**config.mk**
```make
export PLATFORM = sky130hd
export DESIGN_NAME = quad_pos_counter
export DESIGN_NICKNAME = d
export VERILOG_FILES = /design/src/rtl/quad_pos_pkg.sv /design/src/rtl/quad_in_filter.sv /design/src/rtl/quad_pos_ctrl.sv /design/src/rtl/quad_pos_datapath.sv /design/src/rtl/quad_pos_counter.sv
export SDC_FILE = /design/constraint.sdc
export NUM_CORES = 1
export LEC_CHECK = 0
export CAP_MARGIN = 20
export CORE_MARGIN = 1.5
export CORE_UTILIZATION = 55
export DETAILED_ROUTE_END_ITERATION = 7
export GPL_ROUTABILITY_DRIVEN = 0
export PLACE_DENSITY = 0.9
export REMOVE_ABC_BUFFERS = 1
export SYNTH_ARGS = -nofsm -noshare
export SYNTH_HDL_FRONTEND = slang
export SYNTH_SLANG_ARGS = --single-unit
```
**constraint.sdc**
```tcl
create_clock -name clk -period 3.5 [get_ports clk]
set_clock_uncertainty 0.1 [all_clocks]
set_input_delay 0.7 -clock clk [delete_from_list [all_inputs] [get_ports clk]]
set_output_delay 0.7 -clock clk [all_outputs]
set_load 0.1 [all_outputs]
```
**src/rtl/quad_pos_pkg.sv**
```systemverilog
package quad_pos_pkg;
  // strobes from decode control to the count datapath
  typedef struct packed {
    logic stepUp;
    logic stepDown;
    logic indexHit;
  } quadStrobes_t;
endpackage

```
**src/rtl/quad_in_filter.sv**
```systemverilog
module quad_in_filter #(
  parameter int STABLE_LEN = 3
) (
  input  logic clk,
  input  logic rstN,
  input  logic rawIn,
  output logic level
);
  localparam int RUN_W = $clog2(STABLE_LEN + 1);

  logic syncQ1, syncQ2;
  logic [RUN_W-1:0] runLen;

  always_ff @(posedge clk) begin
    if (!rstN) begin
      syncQ1 <= 1'b0;
      syncQ2 <= 1'b0;
      runLen <= '0;
      level  <= 1'b0;
    end else begin
      syncQ1 <= rawIn;
      syncQ2 <= syncQ1;
      if (syncQ2 != level) begin
        if (runLen == RUN_W'(STABLE_LEN - 1)) begin
          level  <= syncQ2;
          runLen <= '0;
        end else begin
          runLen <= runLen + 1'b1;
        end
      end else begin
        runLen <= '0;
      end
    end
  end
endmodule

```
**src/rtl/quad_pos_ctrl.sv**
```systemverilog
module quad_pos_ctrl
  import quad_pos_pkg::*;
(
  input  logic         clk,
  input  logic         rstN,
  input  logic         levelA,
  input  logic         levelB,
  input  logic         levelZ,
  output quadStrobes_t strobes
);
  logic prevA, prevB, prevZ;
  logic changeA, changeB, oneChange;

  always_ff @(posedge clk) begin
    if (!rstN) begin
      prevA <= 1'b0;
      prevB <= 1'b0;
      prevZ <= 1'b0;
    end else begin
      prevA <= levelA;
      prevB <= levelB;
      prevZ <= levelZ;
    end
  end

  always_comb begin
    changeA          = levelA ^ prevA;
    changeB          = levelB ^ prevB;
    oneChange        = changeA ^ changeB;
    // new A differing from old B marks the A-leads order
    strobes.stepUp   = oneChange & (levelA ^ prevB);
    strobes.stepDown = oneChange & ~(levelA ^ prevB);
    strobes.indexHit = levelZ & ~prevZ;
  end
endmodule

```
**src/rtl/quad_pos_datapath.sv**
```systemverilog
module quad_pos_datapath
  import quad_pos_pkg::*;
#(
  parameter int CNT_W = 16
) (
  input  logic             clk,
  input  logic             rstN,
  input  quadStrobes_t     strobes,
  input  logic             wrEn,
  input  logic             wrSel,
  input  logic [CNT_W-1:0] wrData,
  output logic [CNT_W-1:0] position,
  output logic [CNT_W-1:0] maxCount,
  output logic             dirDown,
  output logic             initDone,
  output logic             zeroSeen,
  output logic             countErr
);
  logic zeroEn;
  logic maxWrite;
  logic [CNT_W-1:0] upNext, downNext;

  always_comb begin
    maxWrite = wrEn & ~wrSel;
    upNext   = (position == maxCount) ? '0 : position + 1'b1;
    downNext = (position == '0) ? maxCount : position - 1'b1;
  end

  always_ff @(posedge clk) begin
    if (!rstN) begin
      zeroEn <= 1'b0;
    end else if (wrEn && wrSel) begin
      zeroEn <= wrData[0];
    end
  end

  always_ff @(posedge clk) begin
    if (!rstN) begin
      position <= '0;
      maxCount <= '0;
      dirDown  <= 1'b0;
      initDone <= 1'b0;
      zeroSeen <= 1'b0;
      countErr <= 1'b0;
    end else if (maxWrite) begin
      maxCount <= wrData;
      initDone <= 1'b1;
      position <= '0;
      zeroSeen <= 1'b0;
      countErr <= 1'b0;
    end else if (initDone) begin
      countErr <= strobes.indexHit & zeroSeen & (position != '0);
      if (strobes.indexHit) zeroSeen <= 1'b1;
      if (strobes.indexHit && zeroEn) begin
        position <= '0;
      end else if (strobes.stepUp) begin
        position <= upNext;
        dirDown  <= 1'b0;
      end else if (strobes.stepDown) begin
        position <= downNext;
        dirDown  <= 1'b1;
      end
    end else begin
      countErr <= 1'b0;
    end
  end
endmodule

```
**src/rtl/quad_pos_counter.sv**
```systemverilog
module quad_pos_counter
  import quad_pos_pkg::*;
#(
  parameter int CNT_W      = 16,
  parameter int STABLE_LEN = 3
) (
  input  logic             clk,
  input  logic             rstN,
  input  logic             encA,
  input  logic             encB,
  input  logic             encZ,
  input  logic             wrEn,
  input  logic             wrSel,
  input  logic [CNT_W-1:0] wrData,
  output logic [CNT_W-1:0] position,
  output logic             dirDown,
  output logic             levelA,
  output logic             levelB,
  output logic             levelZ,
  output logic             initDone,
  output logic             zeroSeen,
  output logic             countErr
);
  localparam int NUM_IN = 3;

  logic [NUM_IN-1:0] rawVec, levelVec;
  logic [CNT_W-1:0]  maxCountW;
  quadStrobes_t      strobes;

  assign rawVec = {encZ, encB, encA};

  for (genvar ch = 0; ch < NUM_IN; ch++) begin : g_filt
    quad_in_filter #(.STABLE_LEN(STABLE_LEN)) filt_i (
      .clk(clk), .rstN(rstN), .rawIn(rawVec[ch]), .level(levelVec[ch])
    );
  end

  assign levelA = levelVec[0];
  assign levelB = levelVec[1];
  assign levelZ = levelVec[2];

  quad_pos_ctrl ctrl_i (
    .clk(clk), .rstN(rstN), .levelA(levelA), .levelB(levelB),
    .levelZ(levelZ), .strobes(strobes)
  );

  quad_pos_datapath #(.CNT_W(CNT_W)) dp_i (
    .clk(clk), .rstN(rstN), .strobes(strobes), .wrEn(wrEn), .wrSel(wrSel),
    .wrData(wrData), .position(position), .maxCount(maxCountW),
    .dirDown(dirDown), .initDone(initDone), .zeroSeen(zeroSeen),
    .countErr(countErr)
  );
endmodule

```
Word level (Yosys, flattened, before mapping)

Cells that the tools add are included.

Register bits: 55
Input bits: 23
Output and inout bits: 23
Logic and storage cells: 78

$add $sub $neg: 5
Equal/unequal tests: 7
Muxes and demuxes: 7
Bitwise operators: 20
Reductions and logical operators: 17

Operators by type and width:

| cell                                                                 | number |
|---|---|
| 16-bit 2-to-1 mux                                                    | 5 |
| 16-bit by 1-bit adder with 16-bit output, second input constant      | 1 |
| 16-bit equality test                                                 | 1 |
| 16-bit zero test                                                     | 1 |
| 16-bit nonzero test                                                  | 1 |
| 16-bit by 1-bit subtractor with 16-bit output, second input constant | 1 |
| 3-bit OR reduction                                                   | 4 |
| 1-bit NOT                                                            | 10 |
| 2-bit AND reduction                                                  | 5 |
| 2-bit by 1-bit adder with 2-bit output, second input constant        | 3 |
| 1-bit bitwise AND                                                    | 6 |
| 2-bit equality test, second input constant                           | 3 |
| 4-bit AND reduction                                                  | 1 |
| 1-bit XOR                                                            | 4 |
| 1-bit != test                                                        | 3 |
| 3-bit nonzero test                                                   | 1 |
| 1-bit logical AND                                                    | 2 |
| 1-bit 2-to-1 mux                                                     | 2 |
| 2-bit nonzero test                                                   | 1 |
| 2-bit OR reduction                                                   | 1 |

Depth between registers and ports, before layout

Gate-level depths: netlist of the first run.

Word-level depth: 6
Gate-level depth with buffers: 9
Depth with buffers taken out: 7

Modules after synthesis

A second synthesis of the first run with hierarchy kept.

Cells, all modules: 383
Area, all modules: 3183.1 µm²

By module, submodules not included:

| module            | times used | cells an instance | area an instance (µm²) | seq. area each (µm²) |
|---|---|---|---|---|
| quad_pos_datapath | 1          | 330               | 2555.0                 | 740.7 |
| quad_in_filter    | 3          | 14                | 171.4                  | 100.1 |
| quad_pos_ctrl     | 1          | 11                | 113.9                  | 60.1 |

Worst setup path before layout of the first run

OpenSTA, ideal clock, no wires.

Path type: reg-to-reg
From: register dp_i.position[1]
To: register dp_i.position[10]
Arrival: 2644 ps
Path slack: 636 ps
Cell stages (with the launch flop): 7
Cells stage by stage: dfxtp_1 ha_1 nand3_2 or4_1 and2_1 o211a_1 a211o_1

Word-level cells in the longest chain between the ends: 5
Elaborated cells on any way between the ends: 9
Those cells by class: add/sub (2); eq/ne (1); mux (5); reduce/logical (1)

Ends and longest elaborated chain:

| item                                                                              | RTL line                | RTL |
|---|---|---|
| start, declared                                                                   | quad_pos_datapath.sv:12 | `output logic [CNT_W-1:0] position,` |
| start signal, assigned                                                            | quad_pos_datapath.sv:57 | `position <= upNext;` |
| start signal, assigned                                                            | quad_pos_datapath.sv:60 | `position <= downNext;` |
| 16-bit by 1-bit subtractor with 16-bit output or 16-bit zero test (tied branches) | quad_pos_datapath.sv:26 | `downNext = (position == '0) ? maxCount : position - 1'b1;` |
| 16-bit 2-to-1 mux                                                                 | quad_pos_datapath.sv:26 |  |
| 16-bit 2-to-1 mux                                                                 | quad_pos_datapath.sv:59 | `end else if (strobes.stepDown) begin` |
| 16-bit 2-to-1 mux (*)                                                             | quad_pos_datapath.sv:56 | `end else if (strobes.stepUp) begin` |
| 16-bit 2-to-1 mux (*)                                                             | quad_pos_datapath.sv:54 | `if (strobes.indexHit && zeroEn) begin` |

Mark *: on every way between the ends. The rest lies on a longest branch, timed or not. The select of a mux whose other input is x is not followed.
A chain may end at the register's enable or synchronous reset.

Worst setup path in the final report of the first run

From: register dp_i.position[6]
To: register dp_i.position[13]

Same word-level chain as after synthesis.

==> results of run 1 <==
-- worst max-delay path, stage by stage, from the launching register on --
cell     delay [ps]
dfxtp_1         660
xor2_1          170
nor4_1          450
nand4_1         630
or2_2           510
a32o_1          240
-- through the flow --
step                cell area, um2  util, %  std cells  power, uW  hold slack [ps]
detailed placement            3600     64.5        477        774              306
floorplan                     3070        -        354        719              292
CTS                           3710     66.6        485       1200              319
finish                        3710     66.6        485       1190              317
global route                  3710     66.6        485       1240              341
global placement              3600     64.5        477        770              300
-- path summary, 6_finish.rpt --
check,end,slack [ps]
worst min register to register,g_filt[1].filt_i.runLen[0],320
worst max-delay path,dp_i.position[13],640
worst min-delay path,g_filt[1].filt_i.runLen[0],320
worst max register to register,dp_i.position[13],640
-- flip-flops by register name (all words and copies together), names as in the netlist --
register,count
ctrl_i.prevA,1
ctrl_i.prevB,1
ctrl_i.prevZ,1
dp_i.countErr,1
dp_i.dirDown,1
dp_i.initDone,1
dp_i.maxCount,16
dp_i.position,16
dp_i.zeroEn,1
dp_i.zeroSeen,1
g_filt.filt_i.level,3
g_filt.filt_i.runLen,6
g_filt.filt_i.syncQ1,3
g_filt.filt_i.syncQ2,3
-- cells by family (layout without fill, tap and decap cells) --
kind of cell	Yosys count	count (layout)
AO/OA/AOI/OAI	73	73
XOR/XNOR	34	34
adder cells (fa/ha/maj)	6	6
buffers and inverters	44	71
flip-flops	55	55
multiplexers	5	5
AND/OR/NAND/NOR	169	169
-- power groups by stage --
stage / logic, uW / clock network, uW / registers, uW
floorplan: 50.1 / 0 / 669
global placement: 104 / 0 / 666
detailed placement: 108 / 0 / 666
CTS: 109 / 436 / 652
global route: 120 / 463 / 654
finish: 110 / 432 / 652
-- metal layers --
metal | vias up | part of all wire (%)
li1 | 1412 | -
met1 | 1419 | 43
met2 | 158 | 47
met3 | 28 | 7.6
met4 | 0 | 2.6
met5 | - | 0
-- cells in the mapped netlist (all sizes together) (8+ instances only) --
cell and instances:
xor2 26, nand3 19, nand2 44, nor4 11, dfxtp 55, nand4 10, o211ai 11, xnor2 8
clkbuf 15, and2 16, a21boi 17, buf 17, nor2 29, inv 12, nor2b 9
-- area by class of cell --
type,instances,area (um2)
Clock buffer,5,68.8
Inverter,12,45.0
Timing Repair Buffer,51,440
Tap cell,72,90.1
Clock inverter,3,46.3
Multi-Input combinational cell,287,1920
Fill cell,461,1860
Sequential cell,55,1100
==> flow_metrics.tcl, run 1 <==
set metrics [dict create \
    ys.flop_type "dfxtp_1" \
    grt_max_degree 36 \
    hp-class "flip-flop to flip-flop" \
    cts_buffers 5 \
    layout_min_cycle_time_ps 2860 \
    synth_top_family_by_area "simple AND/OR/NAND/NOR gates" \
    clock_sinks 55 \
    rows 27 \
    die_h_um 79.6 \
    internal_power_uw 907 \
    netlist_area_um2 3230 \
    power_switching_uw 287 \
    p_sw_share_pct 24.1 \
    place_hpwl_um 5840 \
    via_count 3017 \
    max-slew-margin-rel_pct 33.4 \
    leakage_uw 0.00162 \
    hold_viol_final 0 \
    dp_slack_ps 764 \
    initial_utilization_pct 57.9 \
    final_common_cell "dfxtp_1" \
    r2r_start "dp_i.position[6]" \
    powerDensity_nw_per_um2 322 \
    status "finished clean" \
    final_cell_mix "dfxtp_1 (55), nand2_1 (44), nor2_1 (28), buf_4 (28), xor2_1 (26)" \
    io_buffers 45 \
    cp.required_ps 3610 \
    grt_usage_pct 27.3 \
    dieWidth_um 79.6 \
    layout-drive-gt1-share_pct 12.6 \
    antennaDiodeCount 0 \
    fmax_mhz 349 \
    antenna_found_initial 0 \
    yosys.area.top_type "dfxtp_1" \
    grt_pass1_vias 2841 \
    synth_edf_count 0 \
    overflow 0 \
    reg2reg_depth 5 \
    crit_type "flip-flop to flip-flop" \
    finalCritPeriodShare_pct 81.9 \
    cap_violations 0 \
    hp-start "g_filt[1].filt_i.runLen[0]" \
    p_comb_share_pct 9.2 \
    slew_violations 0 \
    cts-root-buf "clkbuf_8" \
    rsz0062_at_grt "false" \
    final_nets 441 \
    synth_top_area_share_pct 34.1 \
    crit_fanout 14 \
    die_area_um2 6340 \
    setup_violations 0 \
    synthXorXnorAreaFrac_pct 9.46 \
    htree_levels 2 \
    met2_usage_pct 43.5 \
    crit_path_start_kind "flip-flop" \
    clk_latency_ps 310 \
    path_clk_slew_ps 100 \
    drtAntennaViolNets 0 \
    top_usage_layer "met2" \
    syn_avg_cell_area_um2 8.36 \
    critPathLaunch "dp_i.position[6]" \
    grt_pass1_wl_um 13600 \
    synth_compound_area_share_pct 17.8 \
    end_kind "flip-flop" \
    synthSimpleGateAreaFrac_pct 28.3 \
    drc 0 \
    clockPowerShare_pct 36.2 \
    postCtsHoldBufs 0 \
    cts_tree "yes" \
    coreArea_um2 5570 \
    async_reset_ff_share_pct 0 \
    worstPathArrival_ps 2980 \
    wire_per_inst_um 16.9 \
    finalWorstSetupSlack_ps 635 \
    ios 46 \
    synth_cells 386 \
    grt.met3_usage_pct 3.66 \
    synthAdderAreaFrac_pct 2.33 \
    synth_area_leaders "dfxtp_1 (34%), xor2_1 (7.1%), nand2_1 (5.1%)" \
    clock_path_buffers 2 \
    seq_area_frac_synth_pct 34.1 \
    irDropWorstVdd_uv 220 \
    cts_resized 0 \
    via_per_inst 6.22 \
    synth.area.mux_share_pct 1.59 \
    wl_um 8190 \
    finalSetupTns_ps 0 \
    synth.distinct_cells 55 \
    post_cts_buffers 0 \
    power_frac_seq_pct 54.6 \
    syn2layout_area_growth_pct 15.0 \
    worst_slew_pin_slew_ps 996 \
    synth_seq_cells 55 \
    synth_warnings 0 \
    min_path_cells 1 \
    use_met1_pct 37.7 \
    first_pass_iters 5 \
    dr.first_iter.drc_count 421 \
]
Power figures use the tool's default switching activity.
==> inputs of run 2 (changes only) <==
==> constraint.sdc (replaced) <==
create_clock -name clk -period 2.8 [get_ports clk]
set_clock_uncertainty 0.1 [all_clocks]
set_input_delay 0.56 -clock clk [delete_from_list [all_inputs] [get_ports clk]]
set_output_delay 0.56 -clock clk [all_outputs]
set_load 0.1 [all_outputs]
==> run 2 against run 1 <==
Critical endpoint is now dp_i.position[10]. Utilization rose by 1.4 points. Die area did not move. Critical path type unchanged. First-iteration DRC count rose by 17%. Combinational power rose by 34%.
==> flow_metrics.tcl, run 2 (same netlist as run 1, synthesis figures left out) <==
set metrics [dict create \
    cts_resized 0 \
    dp_slack_ps 274 \
    cap_violations 0 \
    hp-class "flip-flop to flip-flop" \
    min_path_cells 1 \
    slew_violations 0 \
    path_clk_slew_ps 110 \
    fmax_mhz 414 \
    post_cts_buffers 0 \
    final_cell_mix "dfxtp_1 (55), nand2_1 (44), buf_4 (43)" \
    r2r-end "dp_i.position[10]" \
    htree_levels 2 \
    ff2ff_setup_slack_ps 390 \
    crit_path_start_kind "flip-flop" \
    powerDensity_nw_per_um2 371 \
    coreArea_um2 5570 \
    place_hpwl_um 6030 \
    postCtsHoldBufs 0 \
    register_area_um2 1100 \
    fill_cells 446 \
    layout-drive-gt1-share_pct 15.5 \
    internal_power_uw 1050 \
    power_frac_seq_pct 57.9 \
    critPathLaunch "dp_i.position[1]" \
    p_comb_share_pct 10.4 \
    cts_tree "yes" \
    crit_type "flip-flop to flip-flop" \
    leakage_uw 0.00169 \
    via_per_inst 5.96 \
    grt_pass1_vias 2744 \
    crit_fanout 8 \
    cts-root-buf "clkbuf_8" \
    finalCritPeriodShare_pct 86.2 \
    hp-start "g_filt[1].filt_i.runLen[0]" \
    power_switching_uw 356 \
    grt_usage_pct 26.7 \
    syn2layout_area_growth_pct 17.4 \
    dieWidth_um 79.6 \
    wire_per_inst_um 16.2 \
    multi_input_area_um2 1920 \
    reg2reg_depth 6 \
    cts_buffers 5 \
    first_pass_iters 5 \
    finalWorstSetupSlack_ps 386 \
    antenna_found_initial 0 \
    ios 46 \
    layout_min_cycle_time_ps 2410 \
    drtAntennaViolNets 0 \
    via_count 2972 \
    overflow 0 \
    antennaDiodeCount 0 \
    irDropWorstVdd_uv 288 \
    wl_um 8100 \
    clk_latency_ps 320 \
    final_area_um2 3790 \
    setup_violations 0 \
    final_nets 455 \
    io_buffers 45 \
    finalSetupTns_ps 0 \
    grt_pass1_wl_um 13200 \
    whs_endpoint "g_filt[1].filt_i.runLen[0]" \
    r2r_start "dp_i.position[1]" \
    die_h_um 79.6 \
    max-slew-margin-rel_pct 51.7 \
    p_sw_share_pct 25.3 \
    worstPathArrival_ps 2530 \
    reg_top3 "dp_i.maxCount (16), dp_i.position (16), g_filt.filt_i.runLen (6)" \
    worst_slew_pin_slew_ps 719 \
    rsz0062_at_grt "false" \
    drc 0 \
    clock_path_buffers 2 \
    dr.first_iter.drc_count 493 \
    hold_viol_final 0 \
    die_area_um2 6340 \
    place_area_um2 3700 \
    grt_max_degree 34 \
    clockPowerShare_pct 31.7 \
    final_common_cell "dfxtp_1" \
    clock_sinks 55 \
    end_kind "flip-flop" \
    initial_utilization_pct 57.9 \
    cp.required_ps 2920 \
    status "finished clean" \
    rows 27 \
]
-- run 2: how the worst max path moves through the flow --
| stage | endpoint | slack (ps) | depth (start not counted) |
|---|---|---|---|
| 6_report | dp_i.position[10] | 390 | 6 |
| 3_5_place_dp | dp_i.position[11] | 270 | 7 |
| 4_1_cts | dp_i.position[10] | 400 | 6 |
| 2_1_floorplan | dp_i.position[15] | -490 | 5 |
| 5_1_grt | dp_i.position[10] | 300 | 6 |
| 3_3_place_gp | dp_i.position[11] | 370 | 7 |
-- run 2: per-layer routing --
metal	track usage (%)	wire length, um	vias up
li1	-	-	1441
met1	36.3	3440	1334
met2	41.3	3660	165
met3	7.09	802	32
met4	8.07	203	0
met5	0	0	-
-- run 2: critical path, stage by stage (launching register included) --
cell     delay (ps)
dfxtp_1         580
ha_1            320
nand3_2         130
or4_1           560
and2_1          190
o211a_1         210
a211o_1         220
-- run 2: cell type report --
class                      count  share of cell area [%]
sequential                    55                    29.1
timing repair buffer          65                    14.3
inverter                      12                    1.19
tap                           72                    2.38
clock inverter                 2                   0.462
multi-input combinational    287                    50.7
clock buffer                   6                    1.91
-- run 2: power groups by stage --
| stage | Sequential (uW) | Combinational, uW | Clock, uW |
|---|---|---|---|
| global placement | 833 | 140 | 0 |
| CTS | 815 | 145 | 453 |
| finish | 816 | 147 | 446 |
| floorplan | 836 | 62.6 | 0 |
| global route | 818 | 159 | 477 |
| detailed placement | 833 | 144 | 0 |
-- run 2: stage by stage --
| step | utilization, % | power [uW] | instances | hold WS (ps) |
|---|---|---|---|---|
| 5_1_grt | 68.0 | 1450 | 499 | 346 |
| 3_3_place_gp | 66.4 | 973 | 491 | 299 |
| 3_5_place_dp | 66.4 | 977 | 491 | 308 |
| 4_1_cts | 68.0 | 1410 | 499 | 323 |
| 6_report | 68.0 | 1410 | 499 | 315 |
| 2_1_floorplan | - | 898 | 354 | 292 |
